`config.mk`:
```
export PLATFORM = sky130hd
export DESIGN_NAME = sfd_tracker
export DESIGN_NICKNAME = d
export VERILOG_FILES = /design/src/rtl/sfd_pkg.sv /design/src/rtl/sfd_full_ctrl.sv /design/src/rtl/sfd_chan_table.sv /design/src/rtl/sfd_decide.sv /design/src/rtl/sfd_tracker.sv
export SDC_FILE = /design/constraint.sdc
export NUM_CORES = 1
export LEC_CHECK = 0
export BUFFER_PORTS_ARGS = -buffer_cell sky130_fd_sc_hd__buf_2
export CAP_MARGIN = 5
export CORE_ASPECT_RATIO = 0.9
export CORE_UTILIZATION = 45
export DETAILED_ROUTE_END_ITERATION = 16
export PLACE_DENSITY = 0.63
export SLEW_MARGIN = 5
export SYNTH_ARGS = -nofsm -noshare
export SYNTH_HDL_FRONTEND = slang
export SYNTH_SLANG_ARGS = --single-unit
```
`constraint.sdc`:
```
create_clock -name clk -period 3.2 [get_ports clk]
set_input_delay 0.32 -clock clk [delete_from_list [all_inputs] [get_ports clk]]
set_output_delay 0.32 -clock clk [all_outputs]
set_load 0.1 [all_outputs]
```
`src/rtl/sfd_pkg.sv`:
```
package sfd_pkg;

  typedef enum logic [2:0] {
    CT_BEGIN = 3'd0,
    CT_CONT  = 3'd1,
    CT_END   = 3'd2,
    CT_SINGLE = 3'd3,
    CT_OAM   = 3'd4
  } cell_kind_t;

  typedef enum logic [1:0] {
    CH_CLEAN  = 2'd0,
    CH_MARKED = 2'd1,
    CH_DROP   = 2'd2
  } chan_st_t;

  // cell types that poison their channel when dropped during full
  function automatic logic poisons(input logic [2:0] t);
    return (t == CT_CONT) || (t == CT_END);
  endfunction

  // cell types that ask for a room re-check during full
  function automatic logic probes(input logic [2:0] t);
    return (t == CT_END) || (t == CT_SINGLE) || (t == CT_OAM);
  endfunction

endpackage

```
`src/rtl/sfd_full_ctrl.sv`:
```
module sfd_full_ctrl (
  input  logic clk,
  input  logic rst,
  input  logic full_set,
  input  logic rechk_req,
  input  logic rechk_room,
  output logic full_q,
  output logic full_eff
);

  logic exit_now;

  assign exit_now = full_q && rechk_req && rechk_room;
  assign full_eff = full_q && !exit_now;

  always_ff @(posedge clk) begin
    if (rst) begin
      full_q <= 1'b0;
    end else if (full_set) begin
      full_q <= 1'b1;
    end else if (exit_now) begin
      full_q <= 1'b0;
    end
  end


  full_exit_chk: assert property (@(posedge clk) disable iff (rst)
    full_q && rechk_req && rechk_room && !full_set |=> !full_q);


  full_hold_chk: assert property (@(posedge clk) disable iff (rst)
    full_q && !(rechk_req && rechk_room) |=> full_q);


  full_set_chk: assert property (@(posedge clk) disable iff (rst)
    full_set |=> full_q);

endmodule

```
`src/rtl/sfd_chan_table.sv`:
```
module sfd_chan_table #(
  parameter int NUM_CHAN = 16,
  localparam int CHAN_W = (NUM_CHAN > 1) ? $clog2(NUM_CHAN) : 1
) (
  input  logic              clk,
  input  logic              rst,
  input  logic [CHAN_W-1:0] rd_idx,
  output sfd_pkg::chan_st_t rd_st,
  input  logic              wr_en,
  input  logic [CHAN_W-1:0] wr_idx,
  input  sfd_pkg::chan_st_t wr_st
);
  import sfd_pkg::*;

  chan_st_t st_mem [NUM_CHAN];

  assign rd_st = st_mem[rd_idx];

  always_ff @(posedge clk) begin
    if (rst) begin
      for (int i = 0; i < NUM_CHAN; i++) begin
        st_mem[i] <= CH_CLEAN;
      end
    end else if (wr_en) begin
      st_mem[wr_idx] <= wr_st;
    end
  end


  tbl_write_chk: assert property (@(posedge clk) disable iff (rst)
    wr_en |=> st_mem[$past(wr_idx)] == $past(wr_st));

endmodule

```
`src/rtl/sfd_decide.sv`:
```
module sfd_decide (
  input  logic              vld,
  input  logic [2:0]        kind,
  input  sfd_pkg::chan_st_t cur_st,
  input  logic              full_eff,
  input  logic              prot_dis,
  output logic              drop,
  output logic              probe,
  output logic              st_we,
  output sfd_pkg::chan_st_t nxt_st
);
  import sfd_pkg::*;

  always_comb begin
    drop   = 1'b0;
    probe  = 1'b0;
    st_we  = 1'b0;
    nxt_st = cur_st;
    if (vld && !prot_dis) begin
      if (full_eff) begin
        drop  = 1'b1;
        probe = probes(kind);
        if (poisons(kind)) begin
          st_we  = 1'b1;
          nxt_st = CH_MARKED;
        end
      end else begin
        unique case (cur_st)
          CH_MARKED: begin
            drop   = 1'b1;
            st_we  = 1'b1;
            nxt_st = (kind == CT_END) ? CH_CLEAN : CH_DROP;
          end
          CH_DROP: begin
            drop = 1'b1;
            if (kind == CT_END) begin
              st_we  = 1'b1;
              nxt_st = CH_CLEAN;
            end
          end
          default: drop = 1'b0;
        endcase
      end
    end
  end

endmodule

```
`src/rtl/sfd_tracker.sv`:
```
module sfd_tracker #(
  parameter int NUM_CHAN = 16,
  localparam int CHAN_W = (NUM_CHAN > 1) ? $clog2(NUM_CHAN) : 1
) (
  input  logic              clk,
  input  logic              rst,
  input  logic              cell_vld,
  input  logic [CHAN_W-1:0] cell_chan,
  input  logic [2:0]        cell_type,
  input  logic              full_set,
  input  logic              rechk_room,
  input  logic              prot_dis,
  output logic              dec_vld,
  output logic              dec_drop,
  output logic              rechk_req
);
  import sfd_pkg::*;

  logic     full_q;
  logic     full_eff;
  chan_st_t cur_st;
  chan_st_t nxt_st;
  logic     drop_c;
  logic     probe_c;
  logic     st_we;

  sfd_full_ctrl u_full (
    .clk       (clk),
    .rst       (rst),
    .full_set  (full_set),
    .rechk_req (rechk_req),
    .rechk_room(rechk_room),
    .full_q    (full_q),
    .full_eff  (full_eff)
  );

  sfd_chan_table #(.NUM_CHAN(NUM_CHAN)) u_tbl (
    .clk   (clk),
    .rst   (rst),
    .rd_idx(cell_chan),
    .rd_st (cur_st),
    .wr_en (st_we),
    .wr_idx(cell_chan),
    .wr_st (nxt_st)
  );

  sfd_decide u_dec (
    .vld     (cell_vld),
    .kind    (cell_type),
    .cur_st  (cur_st),
    .full_eff(full_eff),
    .prot_dis(prot_dis),
    .drop    (drop_c),
    .probe   (probe_c),
    .st_we   (st_we),
    .nxt_st  (nxt_st)
  );

  always_ff @(posedge clk) begin
    if (rst) begin
      dec_vld   <= 1'b0;
      dec_drop  <= 1'b0;
      rechk_req <= 1'b0;
    end else begin
      dec_vld   <= cell_vld;
      dec_drop  <= drop_c;
      rechk_req <= probe_c;
    end
  end


  dec_follow_chk: assert property (@(posedge clk) disable iff (rst)
    cell_vld |=> dec_vld);


  dec_idle_chk: assert property (@(posedge clk) disable iff (rst)
    !cell_vld |=> !dec_vld && !dec_drop && !rechk_req);


  full_drop_chk: assert property (@(posedge clk) disable iff (rst)
    cell_vld && full_eff && !prot_dis |=> dec_drop);


  clean_pass_chk: assert property (@(posedge clk) disable iff (rst)
    cell_vld && !full_eff && !prot_dis && cur_st == CH_CLEAN |=> !dec_drop);


  rechk_drop_chk: assert property (@(posedge clk) disable iff (rst)
    rechk_req |-> dec_vld && dec_drop);


  prot_pass_chk: assert property (@(posedge clk) disable iff (rst)
    cell_vld && prot_dis |=> dec_vld && !dec_drop && !rechk_req);

endmodule

```
==> results of run 1 <==
[power by group through the flow]
stage,Combinational [mW],Sequential [mW],Clock (mW)
6_report,0.159,0.533,0.400
3_5_place_dp,0.154,0.543,0
4_1_cts,0.155,0.533,0.407
2_1_floorplan,0.102,0.550,0
5_1_grt,0.173,0.533,0.429
3_3_place_gp,0.151,0.543,0
[metrics by stage]
stage	instance area [um^2]	instances
after global routing	2236	239
after detailed placement	2117	231
after global placement	2117	231
after floorplan	1996	164
final	2236	239
after CTS	2228	239
[worst min-delay path by stage]
stage | startpoint | to | slack (ns) | depth (start not counted)
finish | prot_dis | rechk_req$_SDFF_PP0_ | 0.21 | 2
global route | prot_dis | rechk_req$_SDFF_PP0_ | 0.23 | 2
CTS | prot_dis | rechk_req$_SDFF_PP0_ | 0.21 | 2
detailed placement | prot_dis | rechk_req$_SDFF_PP0_ | 0.53 | 2
global placement | prot_dis | rechk_req$_SDFF_PP0_ | 0.52 | 2
floorplan | prot_dis | rechk_req$_SDFF_PP0_ | 0.40 | 1
[synthesized netlist by cell type, types with 2 or more instances]
library cell  count  area [um^2]
and2_1            3        18.77
inv_1             2        7.510
ha_1              3        37.54
edfxtp_1         32        960.9
nor3_1           17        85.08
nand2b_1          2        12.51
a221oi_1          2        17.52
dfxtp_1           4        80.08
mux2i_1           3        30.03
buf_4             2        15.01
a41o_1            4        40.04
o2111ai_1         5        43.79
a31o_1           12        105.1
nand3_1           4        20.02
nor2_1           25        93.84
clkbuf_1          7        26.28
buf_2             2        10.01
mux4_2            8        180.2
nor2b_1           6        37.54
[metal layers]
layer  vias up  wire (um)  GRT usage, %
met3         9        254         6.135
li1        668          -             -
met2        38       2280         37.15
met1       734       2247         33.91
met4         0         78         6.373
met5         -          0             0
[cell type report]
type	instances	area share [%]
flip-flops and latches	36	46.56
repair buffers	20	5.036
multi-input cells	112	39.56
well taps	60	3.358
clock inverters	3	1.903
inverters	3	0.5036
clock buffers	5	3.078
[registers in the layout (all words and copies together) (netlist names)]
name / count
dec_drop: 1
dec_vld: 1
rechk_req: 1
u_full.full_q: 1
u_tbl.st_mem: 32
[logic make-up (layout without fill, tap and decap cells)]
| group | after synthesis | in the layout | synth area share, % |
|---|---|---|---|
| simple gates | 66 | 66 | 16.80 |
| flops | 36 | 36 | 52.16 |
| compound gates | 31 | 31 | 14.29 |
| buf+inv | 16 | 31 | 3.887 |
| mux | 11 | 11 | 10.53 |
| fa+ha+maj | 3 | 3 | 1.881 |
| xor+xnor | 1 | 1 | 0.4390 |
==> results by group, run 1 <==
Timing
  – Slew @ Worst Pin: 0.7712 ns
  – FMAX: 339.8 MHz
  – Final Hold Violating Endpoints: 0
  – Minimum clock period: 2.943 ns
  – Fin crit share: 91.97%
  – Setup TNS: 0 ns
  – RSZ-0062 raised after global routing: no
  – Pins Over Slew Limit: 0
  – Worst rel slew slack: 48.44%
  – Final setup viols: 0
  – Skew final: 0.007062 ns
  – Hold WS: 0.2131 ns
  – Final setup margin: 0.2569 ns

Global routing
  – Total track usage: 24.08%
  – Global route total overflow: 0
  – Antenna violations before repair: 0
  – Largest net degree at the start of global routing: 20
  – Vias in the first global route: 1498
  – Global-route wire length before repair: 8183 um

Worst setup path
  – CP max-delay cell: mux4_2
  – Slowest stage delay, CP: 0.47 ns
  – R2R Path End: u_tbl.st_mem[6][1]$_SDFFCE_PN0P_
  – Reg-to-Reg Start: u_tbl.st_mem[10][1]$_SDFFCE_PN0P_
  – Setup crit end: u_tbl.st_mem[6][1]$_SDFFCE_PN0P_
  – Reg2Reg Setup Slack: 0.26 ns
  – CP Depth: 8
  – Arr. time, crit path: 3.06 ns
  – Critical-path cell list: mux4_2 -> and2_1 -> o21ba_1 -> a221o_1 -> ha_1 -> a21oi_2 -> o211ai_2 -> nor3_1
  – Critical path origin: u_tbl.st_mem[10][1]$_SDFFCE_PN0P_
  – CP top delay family: compound AO/OA/AOI/OAI gates
  – Maximum fanout along the worst path: 16
  – Critical Path RT: 3.31 ns
  – Endpoint class of the critical path: register
  – Reg2Reg Depth: 8
  – Crit path buf inv count: 0
  – Worst setup SP type: register
  – CP Class: register to register

Die
  – Core ar.: 0.004156 mm^2
  – Die footprint: 0.004705 mm^2
  – Row count: 22
  – Initial core utilization: 48.01%
  – Ports: 16
  – Die Span Y: 65.18 um
  – Chip Width: 72.20 um

Yosys
  – Gate Count Post-Synth: 164
  – Asr flop ratio synth: 0%
  – Yosys cell types: 40
  – Yosys warns: 0
  – EDFF count, synth: 32
  – Top_reg_cell synth: edfxtp_1
  – FF+latch count, synth: 36
  – Avg Cell Area, Syn: 12.17 um^2
  – Cell Area, Synth: 0.001996 mm^2
  – Sequential share of the synthesized area: 52.16%
  – Net Count, Synth: 180

Cells and area
  – Most common library cell in the layout ignoring fill and taps: edfxtp_1
  – Multi-input logic area: 884.6 um^2
  – Fillers: 362
  – Util after Layout: 53.79%
  – N_diodes: 0
  – Commonest non-fill, non-tap cells in the layout: edfxtp_1, nor2_1, nor3_1
  – Sequential Area: 0.001041 mm^2
  – Share of post-route cells with drive strength above 1: 24.58%
  – Nets: 194
  – Area Growth Syn to Fin: 12.04%

CTS
  – Number of H-tree levels: 2
  – Post-CTS sizing: 0
  – # hold bufs at CTS: 0
  – Post-CTS Setup Bufs: 0
  – Sink Count: 36
  – Root buf cell: clkbuf_8
  – Clk slew on worst S/H paths: 0.07 ns
  – CTS buffer count: 5
  – Clock latency at the later pin of the worst-skew pair: 0.30 ns
  – CTS tree: built
  – Clock Path Buffers: 2

Detailed routing
  – DRC viols: 0
  – 1st-iter DRT viols: 175
  – Vias per cell: 6.063
  – Routed WL per cell: 20.33 um
  – DRT Pass-1 Iters: 4
  – Vias: 1449
  – Detailed Route WL: 4860 um
  – Final ANT Viol Nets: 0

Job
  – Number of max-cap violations: 0

Power
  – Sw Ratio: 25.36%
  – Power, Total: 1.092 mW
  – P_sw: 276.9 uW
  – Worst VDD drop: 274.3 uV
  – PwrDens: 488.3 mW/mm^2
  – LEAKAGE: 0.8157 nW
  – Comb power frac: 14.5%
  – Clock Power Share: 36.7%
  – Part of the power in registers: 48.8%
  – Int Pwr: 814.9 uW

Hold path
  – Worst hold path type: input pin to register

Place
  – Final RePlAce weighted congestion: 0.8565
  – Dpl hpwl: 3597 um
  – Pre-CTS setup slack: 0.003293 ns
  – IO Port Bufs: 15

Run status
  – Status: finished clean
(Power assumes the default switching activity.)
==> run 2: changes to the inputs <==
--- a/config.mk
+++ b/config.mk
@@ -10,7 +10,10 @@
 export CORE_ASPECT_RATIO = 0.9
 export CORE_UTILIZATION = 45
 export DETAILED_ROUTE_END_ITERATION = 16
+export GPL_TIMING_DRIVEN = 0
+export HOLD_SLACK_MARGIN = 0.06
 export PLACE_DENSITY = 0.63
+export REMOVE_ABC_BUFFERS = 1
 export SLEW_MARGIN = 5
 export SYNTH_ARGS = -nofsm -noshare
 export SYNTH_HDL_FRONTEND = slang
==> run 2 against run 1 <==
  * Die area did not move
  * Critical path depth rose by 1
  * Register-to-register slack got worse by 0.13 ns
  * Setup slack got worse by 0.13 ns
  * Clock-buffer cell count rose by 3
  * Routed wire length fell by 3.1%
  * Flip-flop and latch count did not move
  * Cell area fell by 1.8%
  * Non-clock buffer count fell by 5
==> results by group, run 2 (synthesized netlist as in run 1, its figures left out) <==
Worst setup path
  – Slowest stage delay, CP: 0.56 ns (was 0.47 ns)
  – Reg2Reg Setup Slack: 0.13 ns (was 0.26 ns)
  – R2R Path End: u_tbl.st_mem[3][0]$_SDFFCE_PN0P_ (was u_tbl.st_mem[6][1]$_SDFFCE_PN0P_)
  – Critical path origin: cell_chan[1] (was u_tbl.st_mem[10][1]$_SDFFCE_PN0P_)
  – Endpoint class of the critical path: register (unchanged)
  – Arr. time, crit path: 3.08 ns (was 3.06 ns)
  – Critical-path cell list: clkbuf_4 -> mux4_2 -> and2_1 -> o21ba_1 -> a221o_1 -> ha_1 -> a21oi_4 -> o211a_4 -> a41o_1 (was mux4_2 -> and2_1 -> o21ba_1 -> a221o_1 -> ha_1 -> a21oi_2 -> o211ai_2 -> nor3_1)
  – CP max-delay cell: mux4_2 (unchanged)
  – Maximum fanout along the worst path: 20 (was 16)
  – Reg-to-Reg Start: u_tbl.st_mem[2][1]$_SDFFCE_PN0P_ (was u_tbl.st_mem[10][1]$_SDFFCE_PN0P_)
  – Critical Path RT: 3.20 ns (was 3.31 ns)
  – Worst setup SP type: input pin (was register)
  – CP Class: input pin to register (was register to register)
  – Reg2Reg Depth: 8 (unchanged)
  – Setup crit end: u_tbl.st_mem[3][0]$_SDFFCE_PN0P_ (was u_tbl.st_mem[6][1]$_SDFFCE_PN0P_)

Power
  – Power, Total: 1.021 mW (was 1.092 mW)
  – Int Pwr: 756.6 uW (was 814.9 uW)
  – Part of the power in registers: 52.0% (was 48.8%)
  – LEAKAGE: 0.7824 nW (was 0.8157 nW)
  – PwrDens: 465.0 mW/mm^2 (was 488.3 mW/mm^2)
  – Clock Power Share: 32.4% (was 36.7%)
  – Comb power frac: 15.5% (was 14.5%)
  – Sw Ratio: 25.90% (was 25.36%)
  – Worst VDD drop: 257.1 uV (was 274.3 uV)
  – P_sw: 264.5 uW (was 276.9 uW)

Die
  – Die Span Y: 65.18 um (unchanged)
  – Row count: 22 (unchanged)
  – Initial core utilization: 48.01% (unchanged)
  – Core ar.: 0.004156 mm^2 (unchanged)
  – Ports: 16 (unchanged)
  – Die footprint: 0.004705 mm^2 (unchanged)
  – Chip Width: 72.20 um (unchanged)

Timing
  – Worst rel slew slack: 64.64% (was 48.44%)
  – Slew @ Worst Pin: 0.5279 ns (was 0.7712 ns)
  – Final Hold Violating Endpoints: 0 (unchanged)
  – Skew final: 0.007474 ns (was 0.007062 ns)
  – Minimum clock period: 3.074 ns (was 2.943 ns)
  – FMAX: 325.3 MHz (was 339.8 MHz)
  – Fin crit share: 96.07% (was 91.97%)
  – Setup TNS: 0 ns (unchanged)
  – Hold WS: 0.2199 ns (was 0.2131 ns)
  – Final setup viols: 0 (unchanged)
  – RSZ-0062 raised after global routing: no (unchanged)
  – Pins Over Slew Limit: 0 (unchanged)
  – Final setup margin: 0.1258 ns (was 0.2569 ns)

CTS
  – CTS buffer count: 5 (unchanged)
  – Clock latency at the later pin of the worst-skew pair: 0.29 ns (was 0.30 ns)
  – Number of H-tree levels: 2 (unchanged)
  – Clk slew on worst S/H paths: 0.07 ns (about the same)
  – # hold bufs at CTS: 0 (unchanged)
  – CTS tree: built (unchanged)
  – Clock Path Buffers: 2 (unchanged)
  – Sink Count: 36 (unchanged)
  – Root buf cell: clkbuf_8 (unchanged)

Cells and area
  – Layout Cells excl Fill: 234 (was 239)
  – Final Instance Area: 0.002196 mm^2 (was 0.002236 mm^2)
  – Area Growth Syn to Fin: 10.03% (was 12.04%)
  – Share of post-route cells with drive strength above 1: 21.26% (was 24.58%)
  – Fillers: 378 (was 362)
  – Util after Layout: 52.83% (was 53.79%)
  – Nets: 189 (was 194)
  – Commonest non-fill, non-tap cells in the layout: edfxtp_1, nor2_1, nor3_1 (unchanged)
  – Sequential Area: 0.001041 mm^2 (unchanged)
  – Max reg flops: 32 (unchanged)
  – Largest reg by FF count: u_tbl.st_mem (unchanged)
  – Most common library cell in the layout ignoring fill and taps: edfxtp_1 (unchanged)
  – N_diodes: 0 (unchanged)
  – Multi-input logic area: 900.9 um^2 (was 884.6 um^2)

Run status
  – Status: finished clean (unchanged)

Hold path
  – Worst hold path type: input pin to register (unchanged)
  – Hold path depth: 2 (unchanged)

Place
  – Final RePlAce weighted congestion: 0.8059 (was 0.8565)
  – Placed Cells: 226 (was 231)
  – IO Port Bufs: 15 (unchanged)
  – Dpl hpwl: 3324 um (was 3597 um)
  – Dpl cell area: 0.002079 mm^2 (was 0.002117 mm^2)
  – Pre-CTS setup slack: -0.4498 ns (was 0.003293 ns)

Detailed routing
  – Routed WL per cell: 20.12 um (was 20.33 um)
  – DRC viols: 0 (unchanged)
  – Vias: 1463 (was 1449)
  – Final ANT Viol Nets: 0 (unchanged)
  – Detailed Route WL: 4707 um (was 4860 um)
  – Vias per cell: 6.252 (was 6.063)
  – DRT Pass-1 Iters: 4 (unchanged)
  – 1st-iter DRT viols: 97 (was 175)

Job
  – Number of max-cap violations: 0 (unchanged)

Global routing
  – Largest net degree at the start of global routing: 21 (was 20)
  – Global route total overflow: 0 (unchanged)
  – Antenna violations before repair: 0 (unchanged)
  – Vias in the first global route: 1440 (was 1498)
  – Total track usage: 23.30% (was 24.08%)
  – Global-route wire length before repair: 7817 um (was 8183 um)
-- run 2: power groups by stage --
stage	Clock, mW	Combinational [mW]	Sequential, mW
2_1_floorplan	0	0.0878	0.550
3_3_place_gp	0	0.144	0.541
3_5_place_dp	0	0.150	0.542
4_1_cts	0.339	0.157	0.531
5_1_grt	0.362	0.170	0.533
6_report	0.331	0.158	0.531
-- run 2: worst max-delay path, delay by kind of cell --
family                   cells  cell delay, ns
AO/OA/AOI/OAI                5            1.38
multiplexers                 1            0.56
AND/OR/NAND/NOR              1            0.19
buffers and inverters        1            0.29
adder cells (fa/ha/maj)      1            0.34
-- run 2: worst min path at each step --
stage                                  to  startpoint  slack (ns)
5_1_grt              rechk_req$_SDFF_PP0_    prot_dis        0.22
3_5_place_dp         rechk_req$_SDFF_PP0_    prot_dis        0.52
2_1_floorplan  u_full.full_q$_SDFFE_PP0P_         rst        0.39
3_3_place_gp         rechk_req$_SDFF_PP0_    prot_dis        0.52
4_1_cts              rechk_req$_SDFF_PP0_    prot_dis        0.21
6_report             rechk_req$_SDFF_PP0_    prot_dis        0.22
-- run 2: cell type report --
type | count | share of cell area [%]
Sequential cell | 36 | 47.41
Multi-Input combinational cell | 112 | 41.03
Clock buffer | 8 | 4.103
Timing Repair Buffer | 15 | 3.533
Tap cell | 60 | 3.419
Inverter | 3 | 0.5128
-- run 2: repair_timing --
| item | CTS | global route |
|---|---|---|
| setup endpoints to repair | 33 | 22 |
| buffers inserted | 0 | 0 |
| gates resized for setup | 3 | 1 |
-- run 2: layer usage --
| layer | up-vias | wire [um] | global-route usage (%) |
|---|---|---|---|
| li1 | 659 | - | - |
| met1 | 729 | 2088 | 31.80 |
| met2 | 66 | 2205 | 35.05 |
| met3 | 9 | 320 | 7.209 |
| met4 | 0 | 92 | 8.578 |
| met5 | - | 0 | 0 |
==> run 3: changes to the inputs <==
--- a/config.mk
+++ b/config.mk
@@ -7,7 +7,6 @@
 export LEC_CHECK = 0
 export BUFFER_PORTS_ARGS = -buffer_cell sky130_fd_sc_hd__buf_2
 export CAP_MARGIN = 5
-export CORE_ASPECT_RATIO = 0.9
 export CORE_UTILIZATION = 45
 export DETAILED_ROUTE_END_ITERATION = 16
 export GPL_TIMING_DRIVEN = 0
==> run 3 against run 2 <==
  * Utilization about the same
  * Sequential share of layout area increased by 0.46 points
  * Routed wire length fell by 1.6%
  * Via count down 0.48%
  * Global-route usage is 0.98 points lower
  * Largest cell class unchanged
==> results by group, run 3 (synthesized netlist as in run 1, its figures left out) <==
Power
  – Clock Power Share: 31.4% (was 32.4%)
  – LEAKAGE: 0.7791 nW (was 0.7824 nW)
  – Sw Ratio: 26.87% (was 25.90%)
  – P_sw: 269.6 uW (was 264.5 uW)
  – PwrDens: 461.4 mW/mm^2 (was 465.0 mW/mm^2)
  – Part of the power in registers: 52.9% (was 52.0%)
  – Int Pwr: 733.8 uW (was 756.6 uW)
  – Comb power frac: 15.7% (was 15.5%)
  – Worst VDD drop: 267.8 uV (was 257.1 uV)

Die
  – Die Span Y: 68.60 um (was 65.18 um)
  – Ports: 16 (unchanged)
  – Chip Width: 68.60 um (was 72.20 um)
  – Core ar.: 0.004115 mm^2 (was 0.004156 mm^2)
  – Initial core utilization: 48.49% (was 48.01%)
  – Row count: 23 (was 22)
  – Die footprint: 0.004705 mm^2 (about the same)

Place
  – Dpl hpwl: 3344 um (was 3324 um)
  – IO Port Bufs: 15 (unchanged)
  – Final RePlAce weighted congestion: 0.8236 (was 0.8059)

CTS
  – Number of H-tree levels: 2 (unchanged)
  – Clock latency at the later pin of the worst-skew pair: 0.29 ns (about the same)
  – CTS tree: built (unchanged)
  – Clk slew on worst S/H paths: 0.07 ns (about the same)
  – Sink Count: 36 (unchanged)
  – Clock Path Buffers: 2 (unchanged)
  – Post-CTS Setup Bufs: 0 (unchanged)
  – Root buf cell: clkbuf_8 (unchanged)
  – CTS buffer count: 5 (unchanged)

Cells and area
  – Area Growth Syn to Fin: 8.966% (was 10.03%)
  – Nets: 189 (unchanged)
  – Share of post-route cells with drive strength above 1: 21.26% (unchanged)
  – Max reg flops: 32 (unchanged)
  – Commonest non-fill, non-tap cells in the layout: edfxtp_1, nor2_1, nor3_1 (unchanged)
  – N_diodes: 0 (unchanged)
  – Fillers: 373 (was 378)
  – Largest reg by FF count: u_tbl.st_mem (unchanged)
  – Most common library cell in the layout ignoring fill and taps: edfxtp_1 (unchanged)
  – Util after Layout: 52.84% (was 52.83%)

Timing
  – FMAX: 331.4 MHz (was 325.3 MHz)
  – Final Hold Violating Endpoints: 0 (unchanged)
  – Setup TNS: 0 ns (unchanged)
  – Worst rel slew slack: 64.91% (was 64.64%)
  – Slew @ Worst Pin: 0.5238 ns (was 0.5279 ns)
  – Final setup viols: 0 (unchanged)
  – RSZ-0062 raised after global routing: no (unchanged)
  – Fin crit share: 94.30% (was 96.07%)
  – Skew final: 0.006898 ns (was 0.007474 ns)
  – Minimum clock period: 3.018 ns (was 3.074 ns)
  – Pins Over Slew Limit: 0 (unchanged)

Detailed routing
  – Vias: 1456 (was 1463)
  – Met3 WL post-DR: 281 um (was 320 um)
  – Metal2 WL: 2121 um (was 2205 um)
  – Top sig layer: met4 (unchanged)
  – DRT Pass-1 Iters: 4 (unchanged)
  – Routed WL per cell: 20.67 um (was 20.12 um)
  – Detailed Route WL: 4631 um (was 4707 um)
  – Vias per cell: 6.500 (was 6.252)
  – 1st-iter DRT viols: 68 (was 97)
  – Wire length on met1: 2070 um (was 2088 um)
  – Final ANT Viol Nets: 0 (unchanged)
  – DRC viols: 0 (unchanged)

Worst setup path
  – Arr. time, crit path: 3.02 ns (was 3.08 ns)
  – Critical Path RT: 3.20 ns (about the same)
  – CP max-delay cell: mux4_2 (unchanged)
  – CP top delay family: compound AO/OA/AOI/OAI gates (unchanged)
  – Slowest stage delay, CP: 0.56 ns (about the same)
  – Maximum fanout along the worst path: 20 (unchanged)
  – Endpoint class of the critical path: register (unchanged)
  – Crit path buf inv count: 1 (unchanged)
  – Critical-path cell list: clkbuf_4 -> mux4_2 -> and2_1 -> o21ba_1 -> a221o_1 -> ha_1 -> a21oi_4 -> o211a_4 -> a41o_1 (unchanged)
  – Worst setup SP type: input pin (unchanged)
  – CP Class: input pin to register (unchanged)

Global routing
  – Total track usage: 22.32% (was 23.30%)
  – Vias in the first global route: 1416 (was 1440)
  – Global-route wire length before repair: 7107 um (was 7817 um)
  – Global route total overflow: 0 (unchanged)
  – Largest net degree at the start of global routing: 21 (unchanged)
  – Antenna violations before repair: 0 (unchanged)

Hold path
  – Worst hold path type: input pin to register (unchanged)

Run status
  – Status: finished clean (unchanged)

Job
  – Number of max-cap violations: 0 (unchanged)
==> run 3: cell types whose count changed in the layout (fill, tap and decap cells not counted) <==
cell / before / now
clkinv_2: 0 / 1
clkbuf_8: 6 / 5
==> run 3: final cells by class <==
type | instances | area (um^2) | share of cell area [%]
clock buffer | 7 | 76.32 | 3.510
tap | 50 | 62.56 | 2.877
timing repair buffer | 15 | 77.57 | 3.567
sequential | 36 | 1041 | 47.87
inverter | 3 | 11.26 | 0.5178
multi-input combinational | 112 | 900.9 | 41.43
clock inverter | 1 | 5.005 | 0.2301
==> run 3: worst reg2reg max path: cells and delay by family, from the launching register on <==
| kind | cells | cell delay (ns) |
|---|---|---|
| AOI/OAI and AO/OA | 5 | 1.33 |
| adders and majority gates | 1 | 0.34 |
| DFF | 1 | 0.38 |
| muxes | 1 | 0.48 |
| and+or+nand+nor | 1 | 0.17 |
==> run 3: per-stage QoR <==
stage / power (mW) / area, um^2 / setup WS, ns / hold WS (ns) / cells
finish: 1.003 / 2175 / 0.1824 / 0.2280 / 224
global route: 1.031 / 2175 / 0.05383 / 0.2228 / 224
CTS: 0.9976 / 2156 / 0.006790 / 0.2222 / 224
detailed placement: 0.6908 / 2067 / -0.4075 / 0.5270 / 216
global placement: 0.6844 / 2067 / -0.3628 / 0.5160 / 216
floorplan: 0.6380 / 1929 / 0.3874 / 0.3924 / 151
==> run 3: final timing paths <==
| kind | endpoint | slack (ns) | depth (start not counted) | startpoint |
|---|---|---|---|---|
| max | u_tbl.st_mem[11][0]$_SDFFCE_PN0P_ | 0.18 | 9 | cell_chan[1] |
| min reg2reg | u_full.full_q$_SDFFE_PP0P_ | 0.65 | 3 | u_full.full_q$_SDFFE_PP0P_ |
| max reg2reg | u_tbl.st_mem[11][0]$_SDFFCE_PN0P_ | 0.21 | 8 | u_tbl.st_mem[2][1]$_SDFFCE_PN0P_ |
| min | rechk_req$_SDFF_PP0_ | 0.23 | 2 | prot_dis |
==> run 3: power groups by stage <==
stage	Combinational (mW)	Clock, mW	Sequential, mW
final	0.158	0.315	0.531
after global placement	0.144	0	0.540
after global routing	0.171	0.328	0.533
after detailed placement	0.149	0	0.542
after floorplan	0.0878	0	0.550
after CTS	0.151	0.315	0.531
==> run 3: what timing repair did <==
item,4_1_cts,5_1_grt
hold buffers,0,0
gates resized for setup,1,3
cloned,0,0
setup endpoints to repair,32,48
==> run 3: per-layer routing <==
layer,vias up,global-route usage (%)
met3,15,6.579
li1,659,-
met4,0,13.02
met5,-,0
met2,62,34.80
met1,720,27.36
